[config.mk]
export PLATFORM = sky130hd
export DESIGN_NAME = swi_vector_seq
export DESIGN_NICKNAME = d
export VERILOG_FILES = /design/src/rtl/swi_pkg.sv /design/src/rtl/swi_decode.sv /design/src/rtl/swi_busy_timer.sv /design/src/rtl/swi_ret_stack.sv /design/src/rtl/swi_vector_seq.sv
export SDC_FILE = /design/constraint.sdc
export NUM_CORES = 1
export LEC_CHECK = 0
export ABC_AREA = 1
export BUFFER_PORTS_ARGS = -buffer_cell sky130_fd_sc_hd__buf_4
export CAP_MARGIN = 10
export CORE_UTILIZATION = 40
export CTS_BUF_LIST = sky130_fd_sc_hd__clkbuf_8
export CTS_CLUSTER_DIAMETER = 100
export CTS_CLUSTER_SIZE = 8
export DETAILED_ROUTE_END_ITERATION = 16
export HOLD_SLACK_MARGIN = 0.02
export PLACE_DENSITY = 0.62
export RECOVER_POWER = 25
export SYNTH_ARGS = -nofsm -noshare
export SYNTH_HDL_FRONTEND = slang
export SYNTH_SLANG_ARGS = --single-unit
[constraint.sdc]
create_clock -name clk -period 2.64 [get_ports clk]
set_clock_uncertainty 0.2 [all_clocks]
set_input_delay 0 -clock clk [delete_from_list [all_inputs] [get_ports clk]]
set_output_delay 0 -clock clk [all_outputs]
set_load 0.05 [all_outputs]
[src/rtl/swi_pkg.sv]
package swi_pkg;

   // total busy cycles for a given wait-state setting
   function automatic int unsigned seq_cycles(int unsigned base_cyc,
                                              int unsigned ws_mult,
                                              int unsigned ws);
      return base_cyc + ws_mult * ws;
   endfunction

   // smallest width able to hold v
   function automatic int unsigned width_for(int unsigned v);
      return (v < 2) ? 1 : $clog2(v + 1);
   endfunction

endpackage

[src/rtl/swi_decode.sv]
module swi_decode #(
   parameter int unsigned INSN_W = 16,
   parameter int unsigned IDX_W  = 5,
   parameter int unsigned OPC_W  = 11,
   parameter logic [OPC_W-1:0] OPC_VAL = 11'b10111110011
) (
   input  logic [INSN_W-1:0] insn,
   output logic              hit,
   output logic [IDX_W-1:0]  idx
);

   if (INSN_W != OPC_W + IDX_W) begin : g_bad_split
      $error("swi_decode: opcode and index widths must fill the word");
   end

   assign hit = (insn[INSN_W-1:IDX_W] == OPC_VAL);
   assign idx = insn[IDX_W-1:0];

endmodule

[src/rtl/swi_busy_timer.sv]
module swi_busy_timer
   import swi_pkg::*;
#(
   parameter int unsigned WS_W     = 3,
   parameter int unsigned BASE_CYC = 4,
   parameter int unsigned WS_MULT  = 3
) (
   input  logic            clk,
   input  logic            rst_n,
   input  logic            start,
   input  logic [WS_W-1:0] ws,
   output logic            busy
);

   localparam int unsigned MAX_CYC = seq_cycles(BASE_CYC, WS_MULT, (1 << WS_W) - 1);
   localparam int unsigned CNT_W   = width_for(MAX_CYC);

   if (BASE_CYC < 1) begin : g_bad_base
      $error("swi_busy_timer: BASE_CYC must be at least 1");
   end

   logic [CNT_W-1:0] cnt;
   logic [CNT_W-1:0] load_val;

   if (WS_MULT == 0) begin : g_fixed
      assign load_val = CNT_W'(BASE_CYC - 1);
      logic unused_ws;
      assign unused_ws = ^ws;
   end else begin : g_waited
      assign load_val = CNT_W'(BASE_CYC - 1) + CNT_W'(WS_MULT) * CNT_W'(ws);
   end

   always_ff @(posedge clk or negedge rst_n) begin
      if (!rst_n) begin
         busy <= 1'b0;
         cnt  <= '0;
      end else if (start) begin
         busy <= 1'b1;
         cnt  <= load_val;
      end else if (busy) begin
         if (cnt == '0) busy <= 1'b0;
         else           cnt  <= cnt - CNT_W'(1);
      end
   end

endmodule

[src/rtl/swi_ret_stack.sv]
module swi_ret_stack
   import swi_pkg::*;
#(
   parameter int unsigned DEPTH = 8,
   parameter int unsigned W     = 16
) (
   input  logic         clk,
   input  logic         rst_n,
   input  logic         push,
   input  logic [W-1:0] push_val,
   input  logic         pop,
   output logic [W-1:0] top,
   output logic [width_for(DEPTH)-1:0] level
);

   localparam int unsigned PTR_W = (DEPTH < 2) ? 1 : $clog2(DEPTH);
   localparam int unsigned LVL_W = width_for(DEPTH);

   if ((1 << PTR_W) != DEPTH || DEPTH < 2) begin : g_bad_depth
      $error("swi_ret_stack: DEPTH must be a power of two, at least 2");
   end

   logic [PTR_W-1:0] wp;
   logic [PTR_W-1:0] rp;
   logic [W-1:0]     ent [DEPTH];
   logic             pop_ok;

   assign pop_ok = pop && !push && (level != '0);
   assign rp     = wp - PTR_W'(1);

   for (genvar i = 0; i < DEPTH; i++) begin : g_ent
      always_ff @(posedge clk or negedge rst_n) begin
         if (!rst_n)                         ent[i] <= '0;
         else if (push && wp == PTR_W'(i))   ent[i] <= push_val;
      end
   end

   always_ff @(posedge clk or negedge rst_n) begin
      if (!rst_n) begin
         wp    <= '0;
         level <= '0;
      end else if (push) begin
         wp <= wp + PTR_W'(1);
         if (level != LVL_W'(DEPTH)) level <= level + LVL_W'(1);
      end else if (pop_ok) begin
         wp    <= rp;
         level <= level - LVL_W'(1);
      end
   end

   assign top = (level == '0) ? '0 : ent[rp];

endmodule

[src/rtl/swi_vector_seq.sv]
module swi_vector_seq
   import swi_pkg::*;
#(
   parameter int unsigned INSN_W     = 16,
   parameter int unsigned PC_W       = 16,
   parameter int unsigned IDX_W      = 5,
   parameter int unsigned OPC_W      = 11,
   parameter logic [OPC_W-1:0] OPC_VAL = 11'b10111110011,
   parameter int unsigned STK_DEPTH  = 8,
   parameter int unsigned WS_W       = 3,
   parameter int unsigned BASE_CYC   = 4,
   parameter int unsigned WS_MULT    = 3,
   parameter int unsigned SPEC_WORDS = 2
) (
   input  logic                  clk,
   input  logic                  rst_n,
   input  logic                  dec_valid,
   input  logic [INSN_W-1:0]     insn,
   input  logic [PC_W-1:0]       cur_pc,
   input  logic [(1<<IDX_W)-1:0] ext_mask,
   input  logic [WS_W-1:0]       wait_states,
   input  logic                  pop_req,
   output logic                  busy,
   output logic                  pc_load,
   output logic [PC_W-1:0]       pc_next,
   output logic                  push_en,
   output logic [PC_W-1:0]       push_data,
   output logic                  flush,
   output logic                  ack,
   output logic [IDX_W-1:0]      ack_idx,
   output logic                  intm_set,
   output logic [PC_W-1:0]       stk_top,
   output logic [width_for(STK_DEPTH)-1:0] stk_level
);

   localparam int unsigned FL_W = width_for(SPEC_WORDS);

   if (PC_W <= IDX_W) begin : g_bad_pc
      $error("swi_vector_seq: PC_W must exceed IDX_W");
   end
   if (SPEC_WORDS < 1 || SPEC_WORDS > BASE_CYC) begin : g_bad_spec
      $error("swi_vector_seq: SPEC_WORDS must lie in 1..BASE_CYC");
   end

   logic             hit;
   logic [IDX_W-1:0] idx;
   logic             accept;
   logic [FL_W-1:0]  flush_cnt;

   swi_decode #(
      .INSN_W (INSN_W), .IDX_W (IDX_W), .OPC_W (OPC_W), .OPC_VAL (OPC_VAL)
   ) u_dec (
      .insn (insn), .hit (hit), .idx (idx)
   );

   assign accept = dec_valid && hit && !busy;

   swi_busy_timer #(
      .WS_W (WS_W), .BASE_CYC (BASE_CYC), .WS_MULT (WS_MULT)
   ) u_tmr (
      .clk (clk), .rst_n (rst_n), .start (accept), .ws (wait_states), .busy (busy)
   );

   always_ff @(posedge clk or negedge rst_n) begin
      if (!rst_n) begin
         pc_load   <= 1'b0;
         pc_next   <= '0;
         push_data <= '0;
         ack       <= 1'b0;
         ack_idx   <= '0;
         intm_set  <= 1'b0;
         flush_cnt <= '0;
      end else begin
         pc_load  <= accept;
         ack      <= accept && ext_mask[idx];
         intm_set <= accept && ext_mask[idx];
         if (accept) begin
            pc_next   <= PC_W'({idx, 1'b0});
            push_data <= cur_pc + PC_W'(1);
            ack_idx   <= idx;
            flush_cnt <= FL_W'(SPEC_WORDS);
         end else if (flush_cnt != '0) begin
            flush_cnt <= flush_cnt - FL_W'(1);
         end
      end
   end

   assign push_en = pc_load;
   assign flush   = (flush_cnt != '0);

   swi_ret_stack #(
      .DEPTH (STK_DEPTH), .W (PC_W)
   ) u_stk (
      .clk (clk), .rst_n (rst_n), .push (push_en), .push_val (push_data),
      .pop (pop_req), .top (stk_top), .level (stk_level)
   );

endmodule

==> results of run 1 <==
## layout by cell type, fill, tap and decap left out, drive strengths merged, types with 17 or more instances in the layout
master,count
clkbuf,21
o211ai,20
inv,58
nand3,54
ha,17
nor2,136
dfrtp,166
nand2,260
dlygate4sd3,71
buf,146
o21ai,214
## registers in the layout (all words and copies together), names as in the netlist
name         count
u_stk.ent      128
push_data       16
ack_idx          5
u_tmr.cnt        5
u_stk.level      4
u_stk.wp         3
flush_cnt        2
intm_set         1
pc_load          1
u_tmr.busy       1
## worst max-delay path by stage
stage / startpoint / cells after the start / to / slack (ns)
global placement: u_stk.wp[1] / 7 / stk_top[14] / 0.33
floorplan: u_stk.wp[0] / 10 / stk_top[6] / 0.08
finish: u_tmr.busy / 8 / u_tmr.cnt[4] / 0.09
CTS: u_stk.wp[1] / 7 / stk_top[14] / 0.01
detailed placement: u_stk.wp[1] / 7 / stk_top[14] / 0.36
global route: u_tmr.busy / 8 / u_tmr.cnt[4] / -0.05
## per-stage QoR
stage	instance area (µm²)	instances	setup WS [ns]	TNS [ns]
6_report	10900	1517	0.0913	0
5_1_grt	10900	1517	-0.0518	-0.131
4_1_cts	10800	1511	0.00951	0
3_5_place_dp	9590	1411	0.357	0
3_3_place_gp	9590	1411	0.328	0
2_1_floorplan	8520	1070	0.0810	0
## routing by layer
metal / GRT usage, % / wire length (µm)
met1: 31.7 / 11400
met2: 35.8 / 10800
met3: 4.54 / 1410
met4: 6.39 / 296
met5: 0 / 0
## cell families after synthesis
kind of cell / count (synthesis)
AND/OR/NAND/NOR: 466
AO/OA/AOI/OAI: 258
flip-flops: 166
buffers and inverters: 133
XOR/XNOR: 18
adder cells (fa/ha/maj): 18
other: 1
## what timing repair did
item	4_1_cts	5_1_grt
hold buffers	68	4
setup buffers	0	2
gates resized for setup	6	25
endpoints found under the setup margin	11	18
hold endpoints to repair	200	5
pin swaps	1	1
## report_power, final
group / leakage (µW) / switching, µW / internal (µW)
clock: 0.000212 / 954 / 1110
sequential: 0.00227 / 113 / 2640
combinational: 0.00260 / 4080 / 2120
total: 0.00509 / 5150 / 5870
## critical path, cell delays in order, from the launching register on
cell	delay, ns
dfrtp_1	0.42
inv_1	0.11
nand3_1	0.10
nor3_2	0.21
dlygate4sd3_1	0.61
nand4_1	0.07
dlygate4sd3_1	0.57
o21ai_0	0.07
nand2_1	0.07
## final cells by class
| type | count | share of cell area, % |
|---|---|---|
| flip-flops and latches | 166 | 38.3 |
| repair buffers | 221 | 17.8 |
| well taps | 270 | 3.11 |
| multi-input cells | 771 | 34.7 |
| inverters | 57 | 1.99 |
| clock inverters | 15 | 1.96 |
| clock buffers | 17 | 2.16 |
==> impl_metrics.toml, run 1 <==
[synth]
yosys.area_share.adder_pct = 2.74
synth-simple-area-share_pct = 22.3
synthArstFlopShare_pct = 100
synth-seq-cells = 166
yosysMostFrequentCell = "nand2_1"
yosys-top-cells-area = "dfrtp_1 49%, o21ai_0 12%, nand2_1 11%, nor2_1 6.0%, nand3_1 3.1%"
synth_common_cells = "257 x nand2_1, 204 x o21ai_0, 166 x dfrtp_1"
ys.flop_type = "dfrtp_1"
synth_top_family_by_area = "simple AND/OR/NAND/NOR gates"
syn-cell-area_um2 = 8480
yosysTopAreaCellShare_pct = 49.0
muxShareOfSynthArea_pct = 0
yosysSeqAreaShare_pct = 49.0
postSynthAreaPerCell_um2 = 8.00
synth_xor_area_share_pct = 1.95
syn_inst = 1060
synth_top_area_cell = "dfrtp_1"
ys_types = 37
yosysWarnings = 0
synth-edff-count = 0
synth_compound_area_share_pct = 16.3

[run_status]
failed_checks = "negative hold slack"
outcome = "finished with violations"

[clock_network]
cts_max_level = 4
path_clk_slew_ns = 0.09
cts.path.max_buffers = 2
clk_latency_ns = 0.46
cts_root_buf = "clkbuf_8"
cts_tree = "done"
cts_made_buffers = 17
cts_sinks = 166

[timing]
drv_slew = 0
fin_crit_ns = 2.55
fmax_mhz = 392
relSlewSlack_pct = 24.8
hold_violations = 7
min_period_over_period_pct = 96.5
hold_slack_ns = -0.0270
tightest_slew_ns = 1.13
grt_setup_unrepaired = "yes"
setup_viol = 0

[die]
fp.coreArea_um2 = 20500
fp.dieW_um = 148
start_util_pct = 41.4
dieArea_um2 = 21800
fp-row-count = 52
io_pins = 134
dieHeight_um = 148

[grt]
grt_use_total_pct = 22.7
grt_max_degree = 48
grt_pass1_wl_um = 38800
grt_pass1_vias = 7462
antenna_found_initial = 0
grt_remaining_overflow = 0

[setup_path]
endpoint_kind = "register"
rr_worst_depth = 8
rr_startpoint = "u_tmr.busy"
worstPathMaxFanout = 3
rr_endpoint = "u_tmr.cnt[4]"
required_ns = 2.79
critPathArrivalTime_ns = 2.70
critPathLaunchType = "register"
crit_type = "reg2reg"
r2r_slack_ns = 0.09

[detailed_routing]
drt-vias-per-instance = 5.16
routed_wl_um = 24000
avgRoutedWirePerCell_um = 15.8
drcViolationCount = 0
route.vias.total = 7823
drtIter0Drc = 488
firstDrtPassIters = 6
final_antenna_net_count = 0

[final_layout]
area_growth_pct = 27.9
finish.utilization_pct = 53.0
drive_gt1_share_pct = 16.8
seqCellArea_um2 = 4160
diodes = 0
nNetsFinal = 1323
multiInputGateArea_um2 = 3760
fillers = 1911

[pwr]
finalPower_uw = 11000
powerDensity_nw_per_um2 = 1020
p_leak_uw = 0.00509
ir_worst_vdd_uv = 657

[hold_path]
min_path_type = "in2reg"
min-delay-start = "insn[12]"
hold_depth = 5
min_to = "flush_cnt[1]"

[placement]
dp_hpwl_um = 14900
gp_congestion = 0.889
io_buffer_count = 122

[run]
cap_violations = 0
Note: power is estimated with default switching activity, not from simulation.
==> run 2: changes to the inputs <==
- GPL_TIMING_DRIVEN: unset -> 0
- SLEW_MARGIN: unset -> 10
==> run 2 against run 1 <==
Effect of this change: the flow now finishes without violations; sequential share of layout area shrank 2.2 points; utilization increased by 3.2 points; critical path depth increased by 3; clock power fell by 6%.
==> impl_metrics.toml, run 2 (synthesis results as in run 1) <==
[detailed_routing]
route.vias.total = 8212
drt-vias-per-instance = 5.14
final_antenna_net_count = 0
drtIter0Drc = 592
avgRoutedWirePerCell_um = 16.6
firstDrtPassIters = 5
routed_wl_um = 26500
drcViolationCount = 0

[grt]
grt_use_total_pct = 25.4
antenna_found_initial = 0
grt_pass1_wl_um = 42600
grt_max_degree = 89
grt_pass1_vias = 8071
grt_remaining_overflow = 0

[setup_path]
crit_type = "reg2out"
worstPathMaxFanout = 5
cpPeakStageDelay_ns = 0.38
rr_worst_depth = 9
cp_slowest_cell = "dfrtp_1"
endpoint_kind = "primary output"
required_ns = 2.44
r2r_slack_ns = 0.44
rr_startpoint = "u_tmr.busy"
critPathLaunchType = "register"
rr_endpoint = "push_data[0]"
critPathArrivalTime_ns = 2.38
crit_chain = "inv_2 > buf_6 > ha_4 > buf_8 > buf_12 > buf_8 > o21ai_1 > o22ai_1 > nor2_1 > nor2_4 > buf_6"

[pwr]
ir_worst_vdd_uv = 1000
p_switching_uw = 5740
combPwrFrac_pct = 61.9
powerDensity_nw_per_um2 = 1070
power_frac_seq_pct = 22.3
clkPwrFrac_pct = 15.8
swShare_pct = 46.6
p_leak_uw = 0.00534
intPower_uw = 6570

[clock_network]
path_clk_slew_ns = 0.09
cts_root_buf = "clkbuf_8"
cts_tree = "done"
cts_made_buffers = 17
cts_max_level = 4
cts.path.max_buffers = 2
cts_sinks = 166
clk_latency_ns = 0.48

[timing]
setup_viol = 0
min_period_over_period_pct = 97.8
fmax_mhz = 387
layout_setup_ws_ns = 0.0571
hold_slack_ns = 0.0582
relSlewSlack_pct = 22.5
hold_violations = 0
tightest_slew_ns = 1.16
fin_crit_ns = 2.58
grt_setup_unrepaired = "yes"
drv_slew = 0

[final_layout]
reg.largest.list = "u_stk.ent: 128 flops, push_data: 16 flops"
nNetsFinal = 1405
largest_register_ffs = 128
regMostFlops = "u_stk.ent"
final_cell_mix = "256 x nand2_1, 185 x o21ai_0, 166 x dfrtp_1"
stdcell_count = 1599
diodes = 0
finish.utilization_pct = 56.2
area_growth_pct = 35.7
drive_gt1_share_pct = 18.7
layout_commonest_cell = "nand2_1"

[run]
cap_violations = 0

[placement]
dp.cells = 1461
dp_hpwl_um = 18200
io_buffer_count = 120
post-place-ws_ns = -0.495
gp_congestion = 0.901

[hold_path]
min_path_type = "in2reg"
hold_depth = 7
min_to = "push_data[10]"
min-delay-start = "insn[9]"

[run_status]
outcome = "complete, no violations"

[die]
io_pins = 134
dieArea_um2 = 21800
dieHeight_um = 148
fp.coreArea_um2 = 20500
fp.dieW_um = 148
fp-row-count = 52
start_util_pct = 41.4
[run 2: what timing repair did]
| item | CTS | global route |
|---|---|---|
| resized for setup | 50 | 61 |
| setup buffers | 6 | 3 |
| endpoints found under the hold margin | 200 | 0 |
| endpoints found under the setup margin | 16 | 17 |
| hold buffers | 95 | 0 |
| gates cloned | 1 | 3 |
| pin swaps | 10 | 18 |
[run 2: worst max path at each step]
stage                      from          end  slack [ns]  cells past startpoint
floorplan           u_stk.wp[0]   stk_top[6]        0.08                     10
global placement    u_stk.wp[0]   stk_top[6]       -0.51                     11
detailed placement  u_stk.wp[0]   stk_top[6]       -0.49                     11
CTS                 u_stk.wp[0]   stk_top[5]       0.001                     10
global route        u_stk.wp[0]  stk_top[10]       -0.01                     10
finish              u_stk.wp[0]   stk_top[6]        0.06                     11
[run 2: cell type report]
cell class,count,area (µm²)
timing repair buffer,228,2030
clock buffer,19,262
tap,270,338
clock inverter,13,156
inverter,57,228
fill,1912,8980
buffer,75,515
sequential,166,4150
multi-input combinational,771,3830
[run 2: layer usage]
layer / routed length [µm] / track usage, % / part of all wire [%]
met1: 11600 / 34.2 / 44
met2: 12400 / 40.8 / 47
met3: 1930 / 5.00 / 7.3
met4: 641 / 8.61 / 2.4
met5: 0 / 0 / 0
[run 2: power groups by stage]
stage / logic, µW / registers (µW) / clock network (µW)
after CTS: 6660 / 2740 / 1960
after global placement: 5800 / 2790 / 0
final: 7620 / 2750 / 1940
after floorplan: 3860 / 2890 / 0
after global routing: 8110 / 2760 / 2090
after detailed placement: 5820 / 2790 / 0
[run 2: critical path, delay by kind of cell, from the launching register on]
kind	cells	cell delay [ns]
adder cells (fa/ha/maj)	1	0.28
AND/OR/NAND/NOR	2	0.25
buffers and inverters	6	0.73
AO/OA/AOI/OAI	2	0.27
flip-flops	1	0.38
[run 2: per-stage QoR]
stage / area, µm² / TNS, ns / power [µW]
after floorplan: 8520 / 0 / 6750
after global placement: 9760 / -4.52 / 8590
after detailed placement: 9800 / -4.21 / 8610
after CTS: 11400 / 0 / 11400
after global routing: 11500 / -0.0219 / 13000
final: 11500 / 0 / 12300
==> run 3: changes to the inputs <==
- ABC_AREA: 1 -> 0
- CELL_PAD_IN_SITES_DETAIL_PLACEMENT: unset -> 2
- CELL_PAD_IN_SITES_GLOBAL_PLACEMENT: unset -> 2
- PLACE_DENSITY: 0.62 -> 0.84
==> run 3 against run 2 <==
Effect of this change: the flow now finishes with violations (max-capacitance violations, max-slew violations, negative setup slack); critical endpoint is now stk_top[5]; maximum frequency fell by 12%; highest routed layer unchanged; utilization rose by 0.30 points; sequential power rose by 2%; sequential share of layout area grew 1.1 points.
==> impl_metrics.toml, run 3 <==
[run_status]
outcome = "finished with violations"
failed_checks = "max-capacitance violations, max-slew violations, negative setup slack"

[detailed_routing]
final_antenna_net_count = 0
drcViolationCount = 0
firstDrtPassIters = 5
route.vias.total = 6820
routed_wl_um = 39200
avgRoutedWirePerCell_um = 34.6
drtIter0Drc = 424
drt-vias-per-instance = 6.04

[clock_network]
cts_sinks = 166
clk_latency_ns = 0.54
cts.path.max_buffers = 2
cts_made_buffers = 17
cts_root_buf = "clkbuf_8"
cts_max_level = 4
cts_tree = "done"
path_clk_slew_ns = 0.13

[synth]
yosysWarnings = 0
synth-seq-cells = 166
yosysMostFrequentCell = "dfrtp_1"
syn_inst = 626
synth_common_cells = "166 x dfrtp_1, 128 x mux2_2, 86 x nand2_1"
yosys-top-cells-area = "dfrtp_1 51%, mux2_2 18%, mux4_2 12%, nand2_1 3.9%, ha_1 2.6%"
synth_top_area_cell = "dfrtp_1"
yosysTopAreaCellShare_pct = 50.8
yosysSeqAreaShare_pct = 50.8
synthArstFlopShare_pct = 100
synth-edff-count = 0
ys_types = 32
ys.flop_type = "dfrtp_1"
postSynthAreaPerCell_um2 = 13.1
syn-cell-area_um2 = 8180

[grt]
grt_max_degree = 112
grt_remaining_overflow = 0
antenna_found_initial = 0
grt_pass1_vias = 7667
grt_pass1_wl_um = 51100
grt_use_total_pct = 33.6

[die]
dieArea_um2 = 21000
io_pins = 134
start_util_pct = 41.3
fp-row-count = 51
fp.coreArea_um2 = 19800
dieHeight_um = 145
fp.dieW_um = 145

[hold_path]
min_to = "push_data[0]"
min_path_type = "in2reg"
hold_depth = 3
min-delay-start = "cur_pc[0]"

[setup_path]
crit_type = "reg2out"
rr_startpoint = "u_stk.wp[0]"
rr_worst_depth = 8
rr_endpoint = "u_stk.ent[87]"
worstPathMaxFanout = 5
critPathLaunchType = "register"
critPathArrivalTime_ns = 2.74
r2r_slack_ns = 0
cp-startpoint = "u_stk.wp[0]"
required_ns = 2.44
endpoint_kind = "primary output"

[pwr]
powerDensity_nw_per_um2 = 742
ir_worst_vdd_uv = 365
p_leak_uw = 0.00541

[timing]
min_period_over_period_pct = 111
layout_setup_ws_ns = -0.298
fmax_mhz = 340
drv_slew = 168
setup_viol = 19
tightest_slew_ns = 1.61
fin_tns_setup_ns = -3.74
hold_violations = 0
relSlewSlack_pct = -7.47
grt_setup_unrepaired = "yes"
fin_crit_ns = 2.94

[final_layout]
layout_commonest_cell = "dfrtp_1"
final_cell_mix = "166 x dfrtp_1, 128 x buf_4, 128 x mux2_2"
regMostFlops = "u_stk.ent"
nNetsFinal = 941
area_growth_pct = 36.6
reg.largest.list = "u_stk.ent: 128 flops, push_data: 16 flops"
drive_gt1_share_pct = 50.1
largest_register_ffs = 128
stdcell_count = 1130
diodes = 0

[placement]
gp_congestion = 0.767
dp_hpwl_um = 17400
dp.cells = 1023
io_buffer_count = 121

[run]
cap_violations = 2
[run 3: worst max path at each step]
stage                  end  slack, ns
2_1_floorplan   stk_top[4]       0.07
3_3_place_gp   stk_top[11]      -0.80
3_5_place_dp   stk_top[11]      -0.91
4_1_cts         stk_top[5]      -0.09
5_1_grt         stk_top[5]      -0.32
6_report        stk_top[5]      -0.30
[run 3: repair_timing]
action,4_1_cts,5_1_grt
setup buffers,12,2
endpoints found under the setup margin,57,70
cloned,3,0
pin swaps,22,12
gates resized for setup,96,25
hold buffers,55,4
hold endpoints to repair,200,3
[run 3: cell type report]
class,count,area [µm²]
buffer,44,382
clock buffer,17,234
clock inverter,15,109
fill,1830,8610
inverter,16,63.8
multi-input combinational,409,4160
sequential,166,4150
tap,265,332
timing repair buffer,198,1750
[run 3: cell families (layout without fill, tap and decap cells)]
logic type,after synthesis,count (layout),share of synthesized area (%)
buffers and inverters,61,290,3.81
AND/OR/NAND/NOR,126,126,6.41
XOR/XNOR,29,29,3.11
flip-flops,166,166,50.8
other,1,11,0.0458
AO/OA/AOI/OAI,53,53,3.56
multiplexers,172,172,29.4
adder cells (fa/ha/maj),18,18,2.85
[run 3: routing by layer]
metal,track usage [%],share of wire (%),vias to the layer above
met3,6.23,5.5,145
met4,16.8,5.9,0
met5,0,0,-
met1,37.9,36,3623
met2,60.4,52,394
li1,-,-,2658
[run 3: worst max-delay path, stage by stage (launching register included)]
cell and delay, ns:
dfrtp_1 0.44, buf_6 0.14, buf_12 0.10, clkinvlp_4 0.13
ha_4 0.35, buf_6 0.14, clkbuf_16 0.16, mux4_2 0.30
nand2_1 0.18, a21oi_4 0.08, buf_6 0.18
[run 3: stage by stage]
stage,power (µW),instance area (µm²),utilization (%),hold WS (ns),setup slack [ns]
detailed placement,4880,9690,49.0,-0.242,-0.907
global route,8510,11200,56.5,0.0951,-0.316
finish,8290,11200,56.5,0.0711,-0.298
floorplan,4170,8420,-,-0.496,0.0718
global placement,4750,9660,48.8,0.0140,-0.799
CTS,7740,11100,56.2,0.0201,-0.0902
[run 3: power by group]
part	internal [µW]	total, µW	leakage (µW)	switching (µW)
logic	1650	3670	0.00295	2020
registers	2640	2810	0.00230	169
clock network	650	1820	0.000166	1170
total	4940	8290	0.00541	3350
